[src/rtl/rrarb_pkg.sv]
// Package rrarb_pkg
// Helpers shared by the arbiter modules.
// Assumes: indices lie in the range 0 .. n-1.
package rrarb_pkg;

    // Returns the circular successor of index i within a ring of n entries.
    function automatic int ring_next(input int i, input int n);
        return (i + 1 >= n) ? 0 : i + 1;
    endfunction

    // Returns (base + offset) folded back into the range 0 .. n-1.
    function automatic int ring_add(input int base, input int offset, input int n);
        return (base + offset) % n;
    endfunction

endpackage

[src/rtl/rr_pick.sv]
// Module rr_pick
// Combinational selector. Starting at position 'top' and walking the ring
// upward, it grants the first request it finds.
// Assumes: top < N_REQ. The output is one-hot, or zero when req is zero.
module rr_pick #(
    parameter int N_REQ = 4,
    localparam int IW = (N_REQ > 1) ? $clog2(N_REQ) : 1
) (
    input  logic [N_REQ-1:0] req,
    input  logic [IW-1:0]    top,
    output logic [N_REQ-1:0] grant
);
    import rrarb_pkg::*;

    // Scan the ring from top and keep only the first active request.
    always_comb begin
        logic          found;
        logic [IW-1:0] pos;
        grant = '0;
        found = 1'b0;
        for (int k = 0; k < N_REQ; k++) begin
            pos = IW'(ring_add(int'(top), k, N_REQ));
            if (!found && req[pos]) begin
                grant[pos] = 1'b1;
                found      = 1'b1;
            end
        end
    end

endmodule

[src/rtl/rr_oh_encode.sv]
// Module rr_oh_encode
// Converts a one-hot vector into its binary index.
// Assumes: at most one bit of oh is set. A zero input gives index 0.
module rr_oh_encode #(
    parameter int N_REQ = 4,
    localparam int IW = (N_REQ > 1) ? $clog2(N_REQ) : 1
) (
    input  logic [N_REQ-1:0] oh,
    output logic [IW-1:0]    idx
);
    // OR together the index of each set bit.
    always_comb begin
        idx = '0;
        for (int j = 0; j < N_REQ; j++) begin
            if (oh[j]) idx = idx | IW'(j);
        end
    end

endmodule

[src/rtl/rr_top_ptr.sv]
// Module rr_top_ptr
// Holds the highest-priority position. It moves to the successor of the
// winner only when the usage strobe arrives while a grant is active.
// Assumes: win is valid whenever any_grant is high.
module rr_top_ptr #(
    parameter int N_REQ = 4,
    localparam int IW = (N_REQ > 1) ? $clog2(N_REQ) : 1
) (
    input  logic          clk,
    input  logic          rst_n,
    input  logic          used,
    input  logic          any_grant,
    input  logic [IW-1:0] win,
    output logic [IW-1:0] top
);
    import rrarb_pkg::*;

    logic [IW-1:0] top_nxt;

    // Successor of the winner, wrapping to 0 after the last requester.
    always_comb top_nxt = IW'(ring_next(int'(win), N_REQ));

    // Reset to requester 0. Advance only on a confirmed use.
    always_ff @(posedge clk) begin
        if (!rst_n)                top <= '0;
        else if (used && any_grant) top <= top_nxt;
    end

endmodule

[src/rtl/rr_grant_arbiter.sv]
// Module rr_grant_arbiter
// Round-robin arbiter whose priority moves only when use is confirmed.
// The grant is combinational from req and the registered top position.
// Assumes: used is meaningful only in a cycle where a grant is active.
module rr_grant_arbiter #(
    parameter int N_REQ = 4,
    localparam int IW = (N_REQ > 1) ? $clog2(N_REQ) : 1
) (
    input  logic             clk,
    input  logic             rst_n,
    input  logic [N_REQ-1:0] req,
    input  logic             used,
    output logic [N_REQ-1:0] grant
);
    logic [IW-1:0] top;
    logic [IW-1:0] win;
    logic          any_grant;

    // Pick the winner for this cycle.
    rr_pick #(.N_REQ(N_REQ)) u_pick (
        .req   (req),
        .top   (top),
        .grant (grant)
    );

    // Turn the winner back into an index for the pointer update.
    rr_oh_encode #(.N_REQ(N_REQ)) u_enc (
        .oh  (grant),
        .idx (win)
    );

    // A grant is active whenever any grant bit is set.
    always_comb any_grant = |grant;

    // Priority pointer register.
    rr_top_ptr #(.N_REQ(N_REQ)) u_ptr (
        .clk       (clk),
        .rst_n     (rst_n),
        .used      (used),
        .any_grant (any_grant),
        .win       (win),
        .top       (top)
    );

endmodule

[config.mk]
export PLATFORM = sky130hd
export DESIGN_NAME = rr_grant_arbiter
export DESIGN_NICKNAME = d
export VERILOG_FILES = /design/src/rtl/rrarb_pkg.sv /design/src/rtl/rr_pick.sv /design/src/rtl/rr_oh_encode.sv /design/src/rtl/rr_top_ptr.sv /design/src/rtl/rr_grant_arbiter.sv
export SDC_FILE = /design/constraint.sdc
export NUM_CORES = 1
export LEC_CHECK = 0
export ABC_AREA = 0
export BUFFER_PORTS_ARGS = -buffer_cell sky130_fd_sc_hd__buf_2
export CORE_AREA = 2 2 39 41
export DETAILED_ROUTE_END_ITERATION = 16
export DIE_AREA = 0 0 41 43
export PLACE_DENSITY = 0.64
export RECOVER_POWER = 100
export SLEW_MARGIN = 20
export SYNTH_ARGS = -nofsm -noshare
export SYNTH_HDL_FRONTEND = slang
export SYNTH_SLANG_ARGS = --single-unit
[constraint.sdc]
create_clock -name clk -period 3.15 [get_ports clk]
set_clock_uncertainty 0.1 [all_clocks]
set_input_delay 0.1575 -clock clk [delete_from_list [all_inputs] [get_ports clk]]
set_output_delay 0.1575 -clock clk [all_outputs]
set_load 0.005 [all_outputs]
# Word level (Yosys, flattened, before mapping)
# Cells that the tools add are included.
totals:
  regBits: 2
  inputBits: 7
  out_inout_bits: 4
  wordCells: 56
classes:
  addsub: 4
  order_cmp: 9
  mux: 27
  bitwise_logic: 3
  n_reduce_logical: 12
ops:
  columns: ["op", "n"]
  rows:
  - ["4-bit 2-to-1 mux", 4]
  - ["2-bit by 3-bit less-than comparator with 1-bit output, second input constant", 4]
  - ["1-bit 2-to-1 mux", 12]
  - ["4-bit OR", 3]
  - ["1-bit binary-select mux with 2-bit select", 4]
  - ["1-bit demux with 2-bit select", 4]
  - ["2-bit by 1-bit greater-or-equal comparator with 1-bit output, second input constant", 4]
  - ["1-bit logical AND", 8]
  - ["2-bit 2-to-1 mux", 3]
  - ["2-bit adder, second input constant", 2]
  - ["4-bit OR reduction", 1]
  - ["2-bit by 1-bit adder with 3-bit output, second input constant", 1]
  - ["3-bit greater-or-equal comparator, second input constant", 1]
  - ["1-bit logical NOT", 3]
  - ["2-bit by 1-bit adder with 2-bit output, second input constant", 1]

# Logic depth before layout (Yosys ltp)
# Gate-level depths: netlist of run 1.
logic_depth:
  depth_word: 18
  mapped_depth: 9
  mapped_depth_nobuf: 8

# Modules after synthesis
# A second synthesis of run 1 with hierarchy kept.
hier_totals:
  hier_cells: 48
  area_unflattened_um2: 459.2
by_module_without_submodules:
  columns: ["module", "n_inst", "cells_per_inst", "area_each_um2", "seq_area_each_um2"]
  rows:
  - ["rr_pick", 1, 36, 337.8, 0.0]
  - ["rr_top_ptr", 1, 9, 101.3, 40.0]
  - ["rr_oh_encode", 1, 2, 12.5, 0.0]
  - ["rr_grant_arbiter", 1, 1, 7.5, 0.0]

# Worst setup path before layout of run 1
# No wires, ideal clock.
synth_timing:
  kind: "reg2reg"
  start: "reg u_ptr.top[0]"
  end: "reg u_ptr.top[1]"
  setup_ns: 0.072
  t_arrival_ns: 2.534
  required_time_ns: 2.978
  path_slack_ns: 0.444
  path_stages_with_launch: 10
  path_buffers: 1
  synth_period_minus_slack_ns: 2.706
  cell_sequence: "dfxtp_1 buf_6 inv_1 ha_1 mux4_2 a21oi_1 a22oi_1 a21o_1 or4_1 mux2i_1"
synth_between:
  word_cells_on_any_way: 55
  classes_between: "add/sub: 4; order compare: 9; mux: 27; bitwise: 3; reduce/logical: 12"
synth_rtl:
  columns: ["element", "line_no", "source"]
  rows:
  - ["start, declared", "rr_top_ptr.sv:14", "output logic [IW-1:0] top"]
  - ["start signal, assigned", "rr_top_ptr.sv:26", "else if (used && any_grant) top <= top_nxt;"]
  - ["parallel branches: the longest is 11 deep, another holds 2-bit by 3-bit less-than comparator with 1-bit output", null, null]
  - ["4-bit 2-to-1 mux (*)", "rr_pick.sv:23", "if (!found && req[pos]) begin"]
  - ["net grant[3]", "rr_grant_arbiter.sv:13", "output logic [N_REQ-1:0] grant"]
  - ["2-bit 2-to-1 mux", "rr_oh_encode.sv:15", "if (oh[j]) idx = idx | IW'(j);"]
  - ["2-bit by 1-bit adder with 3-bit output", "rrarb_pkg.sv:8", "return (i + 1 >= n) ? 0 : i + 1;"]
  - ["3-bit greater-or-equal comparator", "rrarb_pkg.sv:8", null]
  - ["2-bit 2-to-1 mux", "rrarb_pkg.sv:8", null]
# Mark *: on every way through the listed nets, which the timed path passes. The select of a mux whose other input is x is not followed.
# A chain may end at the register's enable or synchronous reset.

# Final worst setup path of run 1
layout_timing:
  start: "reg u_ptr.top[1]"
  end: "out grant[3]"
layout_between:
  elab_chain_cells: 12
  word_cells_on_any_way: 47
  classes_between: "add/sub: 3; order compare: 8; mux: 23; bitwise: 3; reduce/logical: 10"
layout_lines:
  columns: ["element", "line_no"]
  rows:
  - ["parallel branches: the longest is 11 deep, another holds 2-bit by 3-bit less-than comparator with 1-bit output", null]
  - ["4-bit 2-to-1 mux (*)", "rr_pick.sv:23"]
  - ["end, declared", "rr_grant_arbiter.sv:13"]
# Every way passes the cells marked *. The select of a mux whose other input is x is not followed.

==> flow_metrics.env, run 1 <==
export IMPL_die_y_um=43
export IMPL_synthDistinctLibCells=28
export IMPL_grt_met3_usage_pct=3.14
export IMPL_fp_dieArea_mm2=0.00176
export IMPL_cp_max_fo=8
export IMPL_drt_wl_total_um=1140
export IMPL_syn_mean_instance_area_um2=8.50
export IMPL_starting_density_of_the_core_pct=36.3
export IMPL_max_clock_freq_mhz=348
export IMPL_nFillCells=140
export IMPL_asyncSetResetFlopFracSynth_pct=0
export IMPL_yosysWarnings=0
export IMPL_cts_num_sinks=2
export IMPL_maximum_number_of_pins_on_one_net_before_global_route_repair=9
export IMPL_clk_path_buf_depth=2
export IMPL_dominant_combinational_cell_family_by_area_after_synthesis="simple AND/OR/NAND/NOR gates"
export IMPL_post_drt_via_cell_ratio=5.45
export IMPL_outcome="complete, no violations"
export IMPL_antenna_found_initial=0
export IMPL_adder_cell_fraction_of_synth_area_pct=12.5
export IMPL_reg2reg_from="u_ptr.top[1]"
export IMPL_grt_pass1_wl_um=1860
export IMPL_ff2ff_setup_slack_ps=280
export IMPL_synth_compound_gate_area_share_pct=26.7
export IMPL_kind_of_critical_path="register to output port"
export IMPL_timing_hold_worst_class="primary input to register"
export IMPL_ys_seq_area_share_pct=7.98
export IMPL_slew_headroom_pct=74.2
export IMPL_power_mw=0.494
export IMPL_iteration_0_drc_count_of_the_detailed_router=7
export IMPL_remaining_drc_errors=0
export IMPL_cellLeakagePower_nw=0.272
export IMPL_timing_final_hold_violations=0
export IMPL_setup_slack_ps=275
export IMPL_timing_final_crit_period_ps=2870
export IMPL_finalSetupTns_ps=0
export IMPL_vias_in_the_first_global_route=433
export IMPL_timing_rr_end="u_ptr.top[0]"
export IMPL_most_used_layer_global_route="met2"
export IMPL_setup_worst_path_end="grant[3]"
export IMPL_detailedPlace_worstSlack_ps=310
export IMPL_largest_register="u_ptr.top"
export IMPL_power_density_mw_per_mm2=849
export IMPL_synth_commonest_cells="sky130_fd_sc_hd__nand2_1 (8), sky130_fd_sc_hd__inv_1 (6), sky130_fd_sc_hd__ha_1 (5), sky130_fd_sc_hd__a21o_1 (4), sky130_fd_sc_hd__a21oi_1 (4)"
export IMPL_antenna_cells_inserted=0
export IMPL_rsz0062_at_grt="no"
export IMPL_final_nets=86
export IMPL_synth_mux_area_fraction_pct=17.5
export IMPL_r2r_worst_path_cells=8
export IMPL_synth_enable_flop_cells=0
export IMPL_fp_dieW_um=41
export IMPL_placement_rows=14
export IMPL_cpMaxStageDelayCell="sky130_fd_sc_hd__mux4_2"
export IMPL_clockRootBuffer="sky130_fd_sc_hd__clkbuf_4"
export IMPL_clkLatencyLatePin_ps=220
export IMPL_final_setup_viol_count=0
export IMPL_layout_core_utilization_pct=42.0
export IMPL_post_synth_top_area_cell="sky130_fd_sc_hd__mux4_2"
export IMPL_largest_reg_flops=2
export IMPL_synth_most_common_cell="sky130_fd_sc_hd__nand2_1"
export IMPL_synthXorXnorAreaFrac_pct=0
export IMPL_core_box_area_mm2=0.00138
export IMPL_fin_worst_hold_slack_ps=129
export IMPL_wire_per_inst_um=13.0
export IMPL_timing_max_transition_violations_final=0
export IMPL_crit_arrival_ps=2620
export IMPL_cts_hold_buffers_added=0
export IMPL_globalRouteTotalUtil_pct=14.9
export IMPL_grtUsageMet1_pct=20.1
export IMPL_largest_registers="u_ptr.top (2)"
export IMPL_critical_path_endpoint_type="output port"
export IMPL_placement_io_buffers=10
export IMPL_ys_dominant_reg_cell="sky130_fd_sc_hd__dfxtp_1"
export IMPL_critPathMaxStageDelay_ps=600
export IMPL_synthSimpleGateAreaFrac_pct=28.7
export IMPL_post_cts_buffers=0
export IMPL_drt_pass1_iterations=4
export IMPL_dp_final_hpwl_um=898
export IMPL_worstPathCellList="inv_1 > ha_1 > mux4_2 > or3b_1 > a22oi_1 > a21o_1 > buf_2"
export IMPL_cp_data_required_time_ps=2890
export IMPL_post_cts_resized=0
export IMPL_htree_levels=1
export IMPL_ys_top_cells_by_area="sky130_fd_sc_hd__mux4_2 (13%), sky130_fd_sc_hd__ha_1 (12%), sky130_fd_sc_hd__dfxtp_1 (8.0%)"
export IMPL_numCtsBuffers=3
export IMPL_clock_transition_at_path_regs_ps=30
export IMPL_via_count=480
export IMPL_tightest_slew_ps=383
export IMPL_crit_path_start_kind="register"
export IMPL_synth_cell_area_um2=502
export IMPL_ant_nets=0
export IMPL_cap_viol_max_count=0
export IMPL_gp_routability_congestion=0.804
export IMPL_area_delta_synth_final_pct=16.0
export IMPL_fin_crit_sh_pct=91.3
export IMPL_synth_fp_nets=71
export IMPL_synth_top_area_share_pct=13.5
export IMPL_grt_ovfl_total=0
export IMPL_post_route_cells_drive_above_1_share_pct=27.8
export IMPL_postSynthCellCount=59
export IMPL_groute_layer_met2_usage_pct=24.1
export IMPL_synth_seq_cells=2
export IMPL_irDropWorstVdd_v=0.000442
export IMPL_worstSetupStartpoint="u_ptr.top[1]"
export IMPL_cts_tree="yes"
export IMPL_io_pins=11
-- kinds of logic after synthesis --
kind of cell / count (synthesis)
compound gates: 17
simple gates: 23
mux: 5
fa+ha+maj: 5
flops: 2
buf+inv: 7
-- how the worst min path moves through the flow --
| stage | startpoint | endpoint | depth (start not counted) |
|---|---|---|---|
| after floorplan | rst_n | u_ptr.top[0] | 2 |
| after global placement | rst_n | u_ptr.top[0] | 3 |
| after detailed placement | used | u_ptr.top[1] | 3 |
| after CTS | used | u_ptr.top[1] | 3 |
| after global routing | rst_n | u_ptr.top[0] | 3 |
| final | used | u_ptr.top[1] | 3 |
-- cell usage in the layout, fill, tap and decap left out --
cell type and instances:
sky130_fd_sc_hd__or2_2 1, sky130_fd_sc_hd__o31a_2 1, sky130_fd_sc_hd__buf_2 8, sky130_fd_sc_hd__o21ai_0 2, sky130_fd_sc_hd__nor3b_1 3, sky130_fd_sc_hd__clkbuf_4 3
sky130_fd_sc_hd__or3b_1 3, sky130_fd_sc_hd__a2111o_1 1, sky130_fd_sc_hd__and3b_1 1, sky130_fd_sc_hd__nand2_1 8, sky130_fd_sc_hd__o41ai_2 1, sky130_fd_sc_hd__and3_2 1
sky130_fd_sc_hd__nand4b_1 1, sky130_fd_sc_hd__mux4_2 3, sky130_fd_sc_hd__ha_1 5, sky130_fd_sc_hd__o22ai_1 1, sky130_fd_sc_hd__a21boi_0 1, sky130_fd_sc_hd__clkbuf_1 2
sky130_fd_sc_hd__or4_1 1, sky130_fd_sc_hd__mux2i_1 2, sky130_fd_sc_hd__nor2b_1 1, sky130_fd_sc_hd__nor3_1 1, sky130_fd_sc_hd__a21o_1 4, sky130_fd_sc_hd__buf_4 1
sky130_fd_sc_hd__dfxtp_1 2, sky130_fd_sc_hd__and2_2 1, sky130_fd_sc_hd__a22oi_1 1, sky130_fd_sc_hd__a21oi_1 4, sky130_fd_sc_hd__nand3b_1 1, sky130_fd_sc_hd__inv_1 6
sky130_fd_sc_hd__a221oi_1 1
-- critical path, delay by kind of cell (launching register included) --
kind,cells,cell delay [ps]
muxes,1,600
adders and majority gates,1,370
buffers and inverters,2,220
and+or+nand+nor,1,370
AOI/OAI and AO/OA,2,420
DFF,1,410
-- per-layer routing --
| layer | routed length (um) | vias to the layer above |
|---|---|---|
| met4 | 0 | 0 |
| met1 | 551 | 227 |
| met5 | 0 | - |
| met3 | 3 | 0 |
| met2 | 586 | 1 |
| li1 | - | 252 |
-- cell type report --
cell class,instances,area (um^2),share of cell area [%]
tap,16,20.0,3.44
inverter,6,22.5,3.87
multi-input combinational,50,422,72.5
sequential,2,40.0,6.88
timing repair buffer,11,55.1,9.46
clock buffer,3,22.5,3.87
-- where the power goes --
group | internal [mW] | total, mW | switching (mW) | leakage (nW)
Clock | 0.0420 | 0.0557 | 0.0137 | 0.0138
Combinational | 0.182 | 0.396 | 0.214 | 0.242
Sequential | 0.0352 | 0.0422 | 0.00703 | 0.0164
Total | 0.259 | 0.494 | 0.235 | 0.272
-- metrics by stage --
step / cells / cell area (um^2)
final: 88 / 582
after global routing: 88 / 582
after CTS: 88 / 591
after detailed placement: 85 / 568
after global placement: 85 / 568
after floorplan: 59 / 502
No activity file was read; power rests on OpenSTA's default activity.
==> inputs of run 2 (changes only) <==
--- a/config.mk
+++ b/config.mk
@@ -12,6 +12,7 @@
 export DIE_AREA = 0 0 41 43
 export PLACE_DENSITY = 0.64
 export RECOVER_POWER = 100
+export REMOVE_ABC_BUFFERS = 1
 export SLEW_MARGIN = 20
 export SYNTH_ARGS = -nofsm -noshare
 export SYNTH_HDL_FRONTEND = slang
==> run 2 against run 1 <==
Net effect: non-clock buffer count did not move; combinational power rose by 2%; highest routed layer unchanged; utilization rose by 0.63 points; power rose by 2.5%; critical path depth rose by 1; wire length fell by 2.5%; critical path type is now register to register; register-to-register slack got worse by 70 ps.
==> flow_metrics.env, run 2 (synthesis results as in run 1) <==
export IMPL_outcome="complete, no violations"
export IMPL_cts_num_sinks=2
export IMPL_path_depth=8
export IMPL_final_setup_viol_count=0
export IMPL_antenna_found_initial=0
export IMPL_instances_no_fill=88
export IMPL_vias_in_the_first_global_route=444
export IMPL_io_pins=11
export IMPL_core_box_area_mm2=0.00138
export IMPL_gp_routability_congestion=0.715
export IMPL_cpMaxStageDelayCell="sky130_fd_sc_hd__mux4_2"
export IMPL_remaining_drc_errors=0
export IMPL_clk_path_buf_depth=2
export IMPL_clock_transition_at_path_regs_ps=40
export IMPL_crit_path_start_kind="register"
export IMPL_critical_path_top_delay_family="simple AND/OR/NAND/NOR gates"
export IMPL_fp_dieW_um=41
export IMPL_drt_wl_total_um=1110
export IMPL_timing_hold_worst_class="primary input to register"
export IMPL_post_cts_buffers=0
export IMPL_cp_max_fo=8
export IMPL_clockRootBuffer="sky130_fd_sc_hd__clkbuf_4"
export IMPL_largest_registers="u_ptr.top (2)"
export IMPL_tightest_slew_ps=392
export IMPL_layout_common_cells="sky130_fd_sc_hd__buf_2 (10), sky130_fd_sc_hd__nand2_1 (8), sky130_fd_sc_hd__inv_1 (6), sky130_fd_sc_hd__ha_1 (5)"
export IMPL_nFillCells=141
export IMPL_fin_crit_sh_pct=93.5
export IMPL_cap_viol_max_count=0
export IMPL_globalRouteTotalUtil_pct=15.2
export IMPL_clkLatencyLatePin_ps=230
export IMPL_power_density_mw_per_mm2=857
export IMPL_antenna_cells_inserted=0
export IMPL_slew_headroom_pct=73.6
export IMPL_sequentialPowerShare_pct=8.6
export IMPL_drt_pass1_iterations=4
export IMPL_grt_pass1_wl_um=1880
export IMPL_starting_density_of_the_core_pct=36.3
export IMPL_max_clock_freq_mhz=340
export IMPL_fp_dieArea_mm2=0.00176
export IMPL_post_cts_resized=0
export IMPL_placement_io_buffers=10
export IMPL_r2r_worst_path_cells=8
export IMPL_cts_hold_buffers_added=0
export IMPL_leading_cell_type_in_the_layout_fill_and_taps_excluded="sky130_fd_sc_hd__buf_2"
export IMPL_crit_arrival_ps=2990
export IMPL_cts_tree="yes"
export IMPL_kind_of_critical_path="register to register"
export IMPL_die_y_um=43
export IMPL_area_delta_synth_final_pct=17.7
export IMPL_cellLeakagePower_nw=0.283
export IMPL_pwr_share_comb_pct=79.7
export IMPL_rsz0062_at_grt="no"
export IMPL_dpl_cell_count=85
export IMPL_netSwitchingFraction_pct=46.9
export IMPL_fraction_of_power_consumed_by_the_clock_network_pct=11.6
export IMPL_via_count=482
export IMPL_numCtsBuffers=3
export IMPL_worstPathCellList="inv_1 > ha_1 > mux4_2 > or3b_1 > a21oi_1 > nor3b_1 > or4_1 > mux2i_1"
export IMPL_maximum_number_of_pins_on_one_net_before_global_route_repair=9
export IMPL_post_drt_via_cell_ratio=5.48
export IMPL_ff2ff_setup_slack_ps=210
export IMPL_critical_path_endpoint_type="register"
export IMPL_post_route_cells_drive_above_1_share_pct=31.9
export IMPL_grt_ovfl_total=0
export IMPL_critPathMaxStageDelay_ps=600
export IMPL_setup_slack_ps=205
export IMPL_p_switching_mw=0.237
export IMPL_placement_rows=14
export IMPL_finalSetupTns_ps=0
export IMPL_ant_nets=0
export IMPL_cp_buffers_inverters=1
export IMPL_worst_hold_path_num_cells=3
export IMPL_dp_final_hpwl_um=847
export IMPL_largest_reg_flops=2
export IMPL_timing_final_crit_period_ps=2940
export IMPL_fin_worst_hold_slack_ps=141
export IMPL_internal_power_mw=0.269
export IMPL_largest_register="u_ptr.top"
export IMPL_timing_max_transition_violations_final=0
export IMPL_cp_data_required_time_ps=3200
export IMPL_timing_final_hold_violations=0
export IMPL_irDropWorstVdd_v=0.000357
export IMPL_wire_per_inst_um=12.6
export IMPL_final_nets=86
export IMPL_detailedPlace_worstSlack_ps=277
export IMPL_htree_levels=1
export IMPL_iteration_0_drc_count_of_the_detailed_router=12
run 2: cell count changes in the layout (fill, tap and decap cells not counted), sizes merged:
cell / before / now
clkbuf: 5 / 3
buf: 9 / 11
run 2: power by group through the flow:
| stage | sequential, mW | combinational [mW] | clock [mW] |
|---|---|---|---|
| after global routing | 0.0451 | 0.451 | 0.0647 |
| after CTS | 0.0434 | 0.405 | 0.0626 |
| after detailed placement | 0.0436 | 0.401 | 0 |
| after floorplan | 0.0549 | 0.290 | 0 |
| final | 0.0436 | 0.404 | 0.0590 |
| after global placement | 0.0428 | 0.405 | 0 |
run 2: routing by layer:
layer	vias up	track usage, %	routed length (um)
met3	0	4.71	17
met1	226	21.1	557
met5	-	0	0
met4	0	0	0
met2	5	24.1	537
li1	251	-	-
run 2: worst paths after layout:
kind	startpoint	endpoint
max	u_ptr.top[1]	u_ptr.top[1]
min	rst_n	u_ptr.top[1]
max reg2reg	u_ptr.top[1]	u_ptr.top[1]
min reg2reg	u_ptr.top[1]	u_ptr.top[1]
run 2: metrics by stage:
step	instance area [um^2]	util (%)	power, mW
after global routing	591	42.7	0.561
after floorplan	490	-	0.345
after global placement	568	41.0	0.447
final	591	42.7	0.506
after detailed placement	568	41.0	0.445
after CTS	591	42.7	0.511
run 2: worst reg2reg max path: stages (launching register included):
cell and delay (ps):
sky130_fd_sc_hd__dfxtp_1 460, sky130_fd_sc_hd__inv_1 130, sky130_fd_sc_hd__ha_1 380, sky130_fd_sc_hd__mux4_2 600
sky130_fd_sc_hd__or3b_1 410, sky130_fd_sc_hd__a21oi_1 160, sky130_fd_sc_hd__nor3b_1 60, sky130_fd_sc_hd__or4_1 390
sky130_fd_sc_hd__mux2i_1 160
run 2: final cells by class:
| class | instances | area [um^2] | share of cell area [%] |
|---|---|---|---|
| clock buffer | 3 | 22.5 | 3.81 |
| timing repair buffer | 11 | 57.6 | 9.75 |
| inverter | 6 | 22.5 | 3.81 |
| multi-input combinational | 50 | 428 | 72.5 |
| tap | 16 | 20.0 | 3.39 |
| sequential | 2 | 40.0 | 6.78 |
